==> config.mk <==
export PLATFORM = sky130hd
export DESIGN_NAME = qsw_serial_ctrl
export DESIGN_NICKNAME = d
export VERILOG_FILES = /design/src/rtl/qsw_pkg.sv /design/src/rtl/qsw_sync.sv /design/src/rtl/qsw_rise.sv /design/src/rtl/qsw_holding.sv /design/src/rtl/qsw_outstage.sv /design/src/rtl/qsw_serial_ctrl.sv
export SDC_FILE = /design/constraint.sdc
export NUM_CORES = 1
export LEC_CHECK = 0
export BUFFER_PORTS_ARGS = -buffer_cell sky130_fd_sc_hd__buf_2
export CAP_MARGIN = 20
export CORE_MARGIN = 2
export CORE_UTILIZATION = 40
export DETAILED_ROUTE_END_ITERATION = 10
export GPL_TIMING_DRIVEN = 0
export PLACE_DENSITY = 0.59
export SLEW_MARGIN = 40
export SYNTH_ARGS = -nofsm -noshare
export SYNTH_HDL_FRONTEND = slang
export SYNTH_SLANG_ARGS = --single-unit
export TNS_END_PERCENT = 20
==> constraint.sdc <==
create_clock -name clk -period 2.86 [get_ports clk]
set_input_delay 0.429 -clock clk [delete_from_list [all_inputs] [get_ports clk]]
set_output_delay 0.429 -clock clk [all_outputs]
set_load 0.02 [all_outputs]
==> src/rtl/qsw_pkg.sv <==
package qsw_pkg;
  localparam int unsigned QSW_NCH_DEF  = 4;
  localparam int unsigned QSW_SYNC_DEF = 2;

  // what the holding chain does in a given system cycle
  typedef enum logic [1:0] {
    HOLD_IDLE  = 2'd0,
    HOLD_SHIFT = 2'd1,
    HOLD_LOAD  = 2'd2
  } hold_op_e;
endpackage

==> src/rtl/qsw_sync.sv <==
module qsw_sync #(
  parameter int unsigned W       = 1,
  parameter int unsigned STAGES  = 2,
  parameter logic        RST_VAL = 1'b0
) (
  input  logic         clk,
  input  logic         rst,
  input  logic [W-1:0] d,
  output logic [W-1:0] q
);
  logic [W-1:0] stg [STAGES];

  always_ff @(posedge clk) begin
    if (rst) begin
      for (int i = 0; i < STAGES; i++) stg[i] <= {W{RST_VAL}};
    end else begin
      stg[0] <= d;
      for (int i = 1; i < STAGES; i++) stg[i] <= stg[i-1];
    end
  end

  assign q = stg[STAGES-1];
endmodule

==> src/rtl/qsw_rise.sv <==
module qsw_rise (
  input  logic clk,
  input  logic rst,
  input  logic lvl,
  output logic rise
);
  logic prev;

  always_ff @(posedge clk) begin
    if (rst) prev <= 1'b0;
    else     prev <= lvl;
  end

  assign rise = lvl & ~prev;
endmodule

==> src/rtl/qsw_holding.sv <==
module qsw_holding
  import qsw_pkg::*;
#(
  parameter int unsigned NCH = QSW_NCH_DEF
) (
  input  logic           clk,
  input  logic           rst,
  input  hold_op_e       op,
  input  logic           din,
  input  logic [NCH-1:0] par,
  output logic [NCH-1:0] chain
);
  always_ff @(posedge clk) begin
    if (rst) begin
      chain <= '0;
    end else begin
      unique case (op)
        HOLD_SHIFT: chain <= {chain[NCH-2:0], din};
        HOLD_LOAD:  chain <= par;
        default:    chain <= chain;
      endcase
    end
  end
endmodule

==> src/rtl/qsw_outstage.sv <==
module qsw_outstage #(
  parameter int unsigned NCH = 4
) (
  input  logic           clk,
  input  logic           rst,
  input  logic           take,
  input  logic [NCH-1:0] src,
  input  logic           off,
  output logic [NCH-1:0] word,
  output logic [NCH-1:0] drive
);
  always_ff @(posedge clk) begin
    if (rst) begin
      word  <= '0;
      drive <= '0;
    end else begin
      if (take) word <= src;
      drive <= off ? '0 : word;
    end
  end
endmodule

==> src/rtl/qsw_serial_ctrl.sv <==
module qsw_serial_ctrl
  import qsw_pkg::*;
#(
  parameter int unsigned NCH         = QSW_NCH_DEF,
  parameter int unsigned SYNC_STAGES = QSW_SYNC_DEF
) (
  input  logic           clk,
  input  logic           rst,
  input  logic           ser_clk_i,
  input  logic           ser_din_i,
  input  logic           latch_i,
  input  logic           out_en_n_i,
  input  logic [NCH-1:0] fault_i,
  output logic           ser_dout_o,
  output logic [NCH-1:0] drive_o
);
  localparam int unsigned NSTROBE = 2;   // index 0: serial clock, 1: latch

  logic [NSTROBE-1:0] strobe_raw, strobe_lvl, strobe_rise;
  logic               din_s;
  logic               en_off;
  logic [NCH-1:0]     fault_s;
  logic [NCH-1:0]     hold_q;
  logic [NCH-1:0]     out_word;
  hold_op_e           hold_op;
  logic               sclk_rise, latch_lvl, latch_rise;

  assign strobe_raw = {latch_i, ser_clk_i};

  qsw_sync #(.W(NSTROBE), .STAGES(SYNC_STAGES), .RST_VAL(1'b0)) u_sync_strobe (
    .clk(clk), .rst(rst), .d(strobe_raw), .q(strobe_lvl));

  qsw_sync #(.W(1), .STAGES(SYNC_STAGES), .RST_VAL(1'b0)) u_sync_din (
    .clk(clk), .rst(rst), .d(ser_din_i), .q(din_s));

  qsw_sync #(.W(1), .STAGES(SYNC_STAGES), .RST_VAL(1'b1)) u_sync_en (
    .clk(clk), .rst(rst), .d(out_en_n_i), .q(en_off));

  qsw_sync #(.W(NCH), .STAGES(SYNC_STAGES), .RST_VAL(1'b0)) u_sync_fault (
    .clk(clk), .rst(rst), .d(fault_i), .q(fault_s));

  for (genvar g = 0; g < NSTROBE; g++) begin : g_edge
    qsw_rise u_rise (
      .clk(clk), .rst(rst), .lvl(strobe_lvl[g]), .rise(strobe_rise[g]));
  end

  assign sclk_rise  = strobe_rise[0];
  assign latch_lvl  = strobe_lvl[1];
  assign latch_rise = strobe_rise[1];

  always_comb begin
    if (!sclk_rise)    hold_op = HOLD_IDLE;
    else if (latch_lvl) hold_op = HOLD_LOAD;
    else               hold_op = HOLD_SHIFT;
  end

  qsw_holding #(.NCH(NCH)) u_hold (
    .clk(clk), .rst(rst), .op(hold_op), .din(din_s), .par(fault_s),
    .chain(hold_q));

  qsw_outstage #(.NCH(NCH)) u_out (
    .clk(clk), .rst(rst), .take(latch_rise), .src(hold_q), .off(en_off),
    .word(out_word), .drive(drive_o));

  assign ser_dout_o = hold_q[NCH-1];
endmodule

== Word-level counts from Yosys, hierarchy flattened ==
Memory sizes are Yosys's and may differ from the RTL's.
Cells that the tools add are included.

* Equality and inequality tests: 2
* Reductions and logical operators: 2
* Bitwise operators: 12
* Multiplexer cells: 14

{| class="wikitable"
|+ Operator list
! cell !! count
|-
| 2-to-1 mux 2 bit || 4
|-
| 2-to-1 mux 4 bit || 2
|-
| OR 1 bit || 8
|-
| one-hot mux 4 bit (2 select lines) || 1
|-
| 2-to-1 mux 1 bit || 7
|-
| AND 1 bit || 2
|-
| equality test 2 x 1 -> 1 bit, second input constant || 1
|-
| equality test 2 bit, second input constant || 1
|-
| NOT 1 bit || 2
|-
| nonzero test 2 bit || 1
|-
| OR reduction 2 bit || 1
|}

* Word-level logic and storage cells: 39
* RAM bits: 16
* Memories: 4
* Bits in registers: 14
* Output and inout bits: 5

{| class="wikitable"
|+ Memory list
! name !! depth !! width !! read ports !! clocked after memory_dff !! write ports !! RTL line !! text
|-
| u_sync_fault.stg || 2 || 4 || 2 || 0 || 2 || qsw_sync.sv:11 || <nowiki>logic [W-1:0] stg [STAGES];</nowiki>
|-
| u_sync_strobe.stg || 2 || 2 || 2 || 0 || 2 || qsw_sync.sv:11 ||
|-
| u_sync_din.stg || 2 || 1 || 2 || 0 || 2 || qsw_sync.sv:11 ||
|-
| u_sync_en.stg || 2 || 1 || 2 || 0 || 2 || qsw_sync.sv:11 ||
|}

== Longest topological paths before layout ==
Gate-level depths: netlist of run 1.

* Depth after elaboration: 5
* Mapped depth: 5

== By module ==
A second synthesis of run 1 with hierarchy kept.

* Cell total of the unflattened synthesis: 88
* Area total of the unflattened synthesis: 1034.7 um^2

{| class="wikitable"
|+ By module, submodules not included
! module !! cells each !! seq. area each (um^2) !! area an instance (um^2) !! instances
|-
| qsw_outstage || 22 || 160.2 || 257.7 || 1
|-
| qsw_sync at u_sync_fault || 20 || 160.2 || 240.2 || 1
|-
| qsw_holding || 20 || 80.1 || 200.2 || 1
|-
| qsw_sync at u_sync_strobe || 10 || 80.1 || 120.1 || 1
|-
| qsw_sync at u_sync_din ... || 4 || 40.0 || 52.6 || 2
|-
| qsw_rise || 3 || 20.0 || 47.5 || 2
|-
| qsw_serial_ctrl || 2 || 0.0 || 16.3 || 1
|}

== Worst setup path after synthesis of run 1 ==
OpenSTA, ideal clock, no wires.

* Path kind: input-to-reg
* Start point: input rst
* End point: memory u_sync_en.stg[0][0]
* Setup slack: 1.749 ns
* Stages: 3
* Data arrival time: 0.988 ns
* Buffers on the path: 2
* Setup time: 0.123 ns
* Cell sequence: clkbuf_2 > buf_6 > or2_2

{| class="wikitable"
|+ RTL lines
! item !! RTL line !! text
|-
| start: declaration || qsw_serial_ctrl.sv:8 || <nowiki>input logic rst,</nowiki>
|-
| end: declaration || qsw_sync.sv:11 ||
|}

== Final worst setup path of run 1 ==
* Start point: register u_hold.chain[3]
* End point: output ser_dout_o

{| class="wikitable"
|+ RTL lines
! item !! RTL line !! text
|-
| start: declaration || qsw_holding.sv:11 || <nowiki>output logic [NCH-1:0] chain</nowiki>
|-
| start signal: assignment || qsw_holding.sv:18 || <nowiki>HOLD_SHIFT: chain <= {chain[NCH-2:0], din};</nowiki>
|-
| start signal: assignment || qsw_holding.sv:19 || <nowiki>HOLD_LOAD: chain <= par;</nowiki>
|-
| start signal: assignment || qsw_holding.sv:20 || <nowiki>default: chain <= chain;</nowiki>
|-
| end: declaration || qsw_serial_ctrl.sv:14 || <nowiki>output logic ser_dout_o,</nowiki>
|}

No word-level cell between the ends.

==> out/metrics.yaml, run 1 <==
status: "completed"
dp_hpwl_um: 830
synth_edf_count: 0
overflow: 0
hold_viol: 0
ys_seq_area_frac: 0.632
cts_resized: 0
ff_latch_area_um2: 601
cp_max_fo: 3
core_area_um2: 2230
setup_viol: 0
max-slew-margin-rel: 0.841
post-cts-setup-buffers: 0
rsz0062_at_grt: "false"
cpPeakStageDelay_ns: 0.36
p_leak_nw: 0.473
dieHeight_um: 52.8
reg2reg_from: "u_sync_strobe.stg[0][3]"
critPathCaptureType: "output pin"
yosysTopAreaCellShare: 0.632
crit_slowest_cell: "dfxtp_1"
synth.most_common_cell: "dfxtp_1"
ys.flop_type: "dfxtp_1"
ir_drop_v: 0.000386
met1_length_um: 514
wl_met3_um: 66
finalCritPeriodShare: 0.446
area_growth_pct: 18.7
layout_min_cycle_time_ns: 1.28
place_area_um2: 1050
fp-row-count: 17
finalClockSkew_ns: 0.00843
pin_count: 15
io_buffers: 13
fmaxAchievable_mhz: 783
clk_latency_ns: 0.32
stdcell_area_um2: 1130
grt_first_pass_wirelength_um: 2130
cts_made_buffers: 5
start_util: 0.426
vias: 559
drive_gt1_frac: 0.294
antenna_found_initial: 0
final_core_util: 0.505
die_area_um2: 2780
postCtsHoldBufs: 0
power_density_nw_per_um2: 703
drt_iter0_drc: 0
synth_area_um2: 951
worstPathCellList: "buf_2"
multi_input_area_um2: 302
crit_path_start: "u_hold.chain[3]"
finalMaxSlewViolations: 0
worst_setup_path_start_kind: "flip-flop"
grt_use_total: 0.113
cts-root-buf: "clkbuf_4"
wl_met2_um: 554
route.detailed.drc: 0
setup_ws_ns: 1.58
hp-class: "in2reg"
cts_max_level: 2
synth_top_area_cell: "dfxtp_1"
cp_top_family: "flip-flops"
grt_max_degree: 11
routed_wirelength_um: 1150
vias_per_cell: 4.30
cp.arrival_ns: 0.85
path_buf_inv: 1
n_antenna_cell: 0
cap_violations: 0
syn_nets: 91
yosys_warnings: 0
ys_async_sr_fraction: 0
cp.required_ns: 2.43
antenna_left: 0
maxUsedRoutingLayer: "met4"
first_pass_iters: 1
worstMarginPinSlew_ns: 0.238
syn_inst: 81
clk_pin_slew_worst_paths_ns: 0.10
grt_pass1_vias: 518
chipWidth_um: 52.8
hold_start: "out_en_n_i"
place.gp.congestion: 0.653
cts.sinks: 30
syn_area_per_cell_um2: 11.7
ys_ff_latch: 30
fin_setup_tns_ns: 0
fillers: 212
cts_buffer_depth: 2
yosys-top-cells-area: "dfxtp_1, nor2b_1, mux2i_1"
ys_top_cells_by_count: "dfxtp_1, nor2b_1, nor2_1"
critPathKind: "reg2out"
dp_worst_setup_slack_ns: 1.67
p_total_uw: 793
wire_per_inst_um: 8.84
tritoncts: "yes"
layout.nets: 111
yosys.cell_types.count: 11
## metal layers
metal  up-vias  GRT usage
met4         0     0.0641
met5         -          0
li1        294          -
met3         2     0.0771
met2        14      0.169
met1       249      0.118
## power by group
group / leakage (nW) / total, mW / switching (mW) / internal, mW
Combinational: 0.182 / 0.0374 / 0.0163 / 0.0211
Sequential: 0.246 / 0.437 / 0.00495 / 0.432
Clock: 0.0450 / 0.318 / 0.137 / 0.181
## sequential cells by signal, summed over array words and instances, names as in the netlist
name,flops
u_sync_fault.stg,8
u_sync_strobe.stg,4
u_hold.chain,4
u_sync_din.stg,2
g_edge.u_rise.prev,2
u_out.drive,4
u_sync_en.stg,2
u_out.word,4
## final cells by class
| cell class | count | area share |
|---|---|---|
| Multi-Input combinational cell | 45 | 0.267 |
| Buffer | 6 | 0.0432 |
| Tap cell | 28 | 0.0310 |
| Sequential cell | 30 | 0.532 |
| Clock buffer | 5 | 0.0333 |
| Timing Repair Buffer | 13 | 0.0576 |
| Clock inverter | 3 | 0.0355 |
## cells in the final DEF, fill, tap and decap left out
cell type   n
clkbuf_2    1
dfxtp_1    30
or2_2       2
clkbuf_4    5
and2_1      4
buf_6       3
a211oi_1    4
buf_2      15
bufinv_16   1
nor2b_1    17
clkinv_2    2
mux2i_1     8
nor2b_4     1
nor2_1      9
## kinds of logic after synthesis
family                 count (synthesis)  share of synthesized area
AO/OA/AOI/OAI                          4                     0.0316
buffers and inverters                  6                     0.0513
flip-flops                            30                      0.632
multiplexers                           8                     0.0842
AND/OR/NAND/NOR                       33                      0.201
## final timing paths
kind / to / depth (start not counted) / slack, ns
setup reg to reg: u_out.word[2] / 5 / 1.83
hold / removal: u_sync_en.stg[0][0] / 2 / 0.30
hold reg to reg: u_sync_en.stg[0][1] / 1 / 0.41
setup / recovery: ser_dout_o / 1 / 1.58
## through the flow
step	hold slack, ns	cells
6_report	0.302	130
5_1_grt	0.279	130
4_1_cts	0.286	130
3_5_place_dp	0.397	122
3_3_place_gp	0.393	122
2_1_floorplan	0.389	81
Power figures use the tool's default switching activity.
==> run 2, diff against run 1 <==
Settings changed: PLACE_DENSITY 0.59 to 0.61.
Clock period 2.86 ns to 1 ns, I/O delays scaled along.
==> run 2 against run 1 <==
  * Largest cell class unchanged
  * Total power rose to 2.8 times the previous value
  * First-iteration DRC count up 4
  * Sequential share of layout area down 2.6 points
  * Setup slack worse by 1.5 ns
==> out/metrics.yaml, run 2 (synthesis results as in run 1) <==
multi_input_area_um2: 324
pin_count: 15
p_clk_frac: 0.384
final_core_util: 0.537
grt_max_degree: 11
tritoncts: "yes"
io_buffers: 13
core_area_um2: 2230
setup_viol: 0
antenna_left: 0
crit_slowest_cell: "dfxtp_4"
dp_hpwl_um: 794
layout_commonest_cell: "dfxtp_1"
fp-row-count: 17
first_pass_iters: 2
start_util: 0.426
layout.nets: 114
power_density_nw_per_um2: 1870
place.gp.congestion: 0.669
pwr-share-comb: 0.057
power.internal_mw: 1.79
clk_latency_ns: 0.32
drive_gt1_frac: 0.371
largest_reg_flops: 8
clk_pin_slew_worst_paths_ns: 0.09
dp_cells: 122
routed_wirelength_um: 1190
finalClockSkew_ns: 0.00501
area_growth_pct: 26.1
n_antenna_cell: 0
hp-class: "in2reg"
hold_viol: 0
finalCritPeriodShare: 0.946
grt_use_total: 0.114
ff_latch_area_um2: 607
vias: 569
grt_first_pass_wirelength_um: 2080
fillers: 219
cts_buffer_depth: 2
layout_min_cycle_time_ns: 0.946
cap_violations: 0
switchingPower_uw: 448
ir_drop_v: 0.00114
most-common-layout-cells: "dfxtp_1, nor2b_1, buf_2, nor2_1, mux2i_1"
cp.arrival_ns: 1.16
worstMarginPinSlew_ns: 0.193
rsz0062_at_grt: "true"
chipWidth_um: 52.8
cts_max_level: 2
final_cell_count_no_fill: 133
max-slew-margin-rel: 0.868
critPathKind: "reg2reg"
overflow: 0
route.detailed.drc: 0
finalMaxSlewViolations: 0
worst_setup_path_start_kind: "flip-flop"
cp_top_family: "flip-flops"
dieHeight_um: 52.8
setup_ws_ns: 0.0537
cpPeakStageDelay_ns: 0.37
switching_share: 0.200
path_buf_inv: 1
cts.sinks: 30
p_leak_nw: 0.494
stdcell_area_um2: 1200
die_area_um2: 2780
grt_pass1_vias: 522
cp_max_fo: 4
critPathCaptureType: "flip-flop"
cts_made_buffers: 5
wire_per_inst_um: 8.97
place_area_um2: 1050
largest_register: "u_sync_fault.stg"
drt_iter0_drc: 4
cts-root-buf: "clkbuf_4"
seqPwrFrac: 0.559
worstPathCellList: "nor2b_4 -> buf_6 -> mux2i_1 -> nor2_1"
dp_worst_setup_slack_ns: -0.0346
cp.required_ns: 1.21
fmaxAchievable_mhz: 1060
antenna_found_initial: 0
status: "completed"
fin_setup_tns_ns: 0
vias_per_cell: 4.28
==> run 2: cell count changes in the layout (fill, tap and decap cells not counted), sizes merged <==
cell         before  now
buf              18   20
clkbuf            6    9
clkinv            2    0
bufinv            1    0
dlygate4sd3       0    1
==> run 2: repair_timing <==
action | 4_1_cts | 5_1_grt
pin swaps | 0 | 2
endpoints found under the hold margin | 1 | 0
setup buffers | 0 | 3
gates resized for setup | 4 | 10
hold buffers | 1 | 0
setup endpoints to repair | 5 | 10
==> run 2: power by group through the flow <==
stage	clock (mW)	sequential, mW	combinational (mW)
after floorplan	0	1.28	0.0791
final	0.859	1.25	0.127
after global routing	0.976	1.26	0.142
after global placement	0	1.28	0.106
after detailed placement	0	1.28	0.109
after CTS	0.895	1.25	0.107
==> run 2: layer usage <==
metal  global-route usage  up-vias  wire [um]  part of all wire
li1                     -      301          -                 -
met1                0.108      249        524              0.44
met2                0.165       17        564              0.47
met3               0.0857        2         83             0.070
met4               0.0897        0         21             0.018
met5                    0        -          0                 0
==> run 2: area by class of cell <==
cell class	count	area share
plain buffers	5	0.0365
clock buffers	8	0.0658
multi-input cells	45	0.270
flip-flops and latches	30	0.506
well taps	28	0.0292
repair buffers	17	0.0919
==> run 2: final timing paths <==
path                           start                endpoint  slack (ns)  depth (start not counted)
min reg2reg      u_sync_en.stg[0][0]     u_sync_en.stg[0][1]        0.42                          1
min                       fault_i[3]  u_sync_fault.stg[0][3]        0.03                          2
max          u_sync_strobe.stg[0][3]           u_out.word[3]        0.05                          4
max reg2reg  u_sync_strobe.stg[0][3]           u_out.word[3]        0.05                          4
==> run 2: worst register-to-register path, delay by kind of cell, from the launching register on <==
| family | cells | cell delay [ns] |
|---|---|---|
| buffers and inverters | 1 | 0.12 |
| flip-flops | 1 | 0.37 |
| AND/OR/NAND/NOR | 2 | 0.19 |
| multiplexers | 1 | 0.17 |
==> run 2: per-stage QoR <==
| step | power (mW) | hold WS [ns] |
|---|---|---|
| 2_1_floorplan | 1.36 | 0.254 |
| 3_3_place_gp | 1.38 | 0.333 |
| 3_5_place_dp | 1.39 | 0.338 |
| 4_1_cts | 2.25 | 0.0144 |
| 5_1_grt | 2.38 | 0.0112 |
| 6_report | 2.24 | 0.0344 |
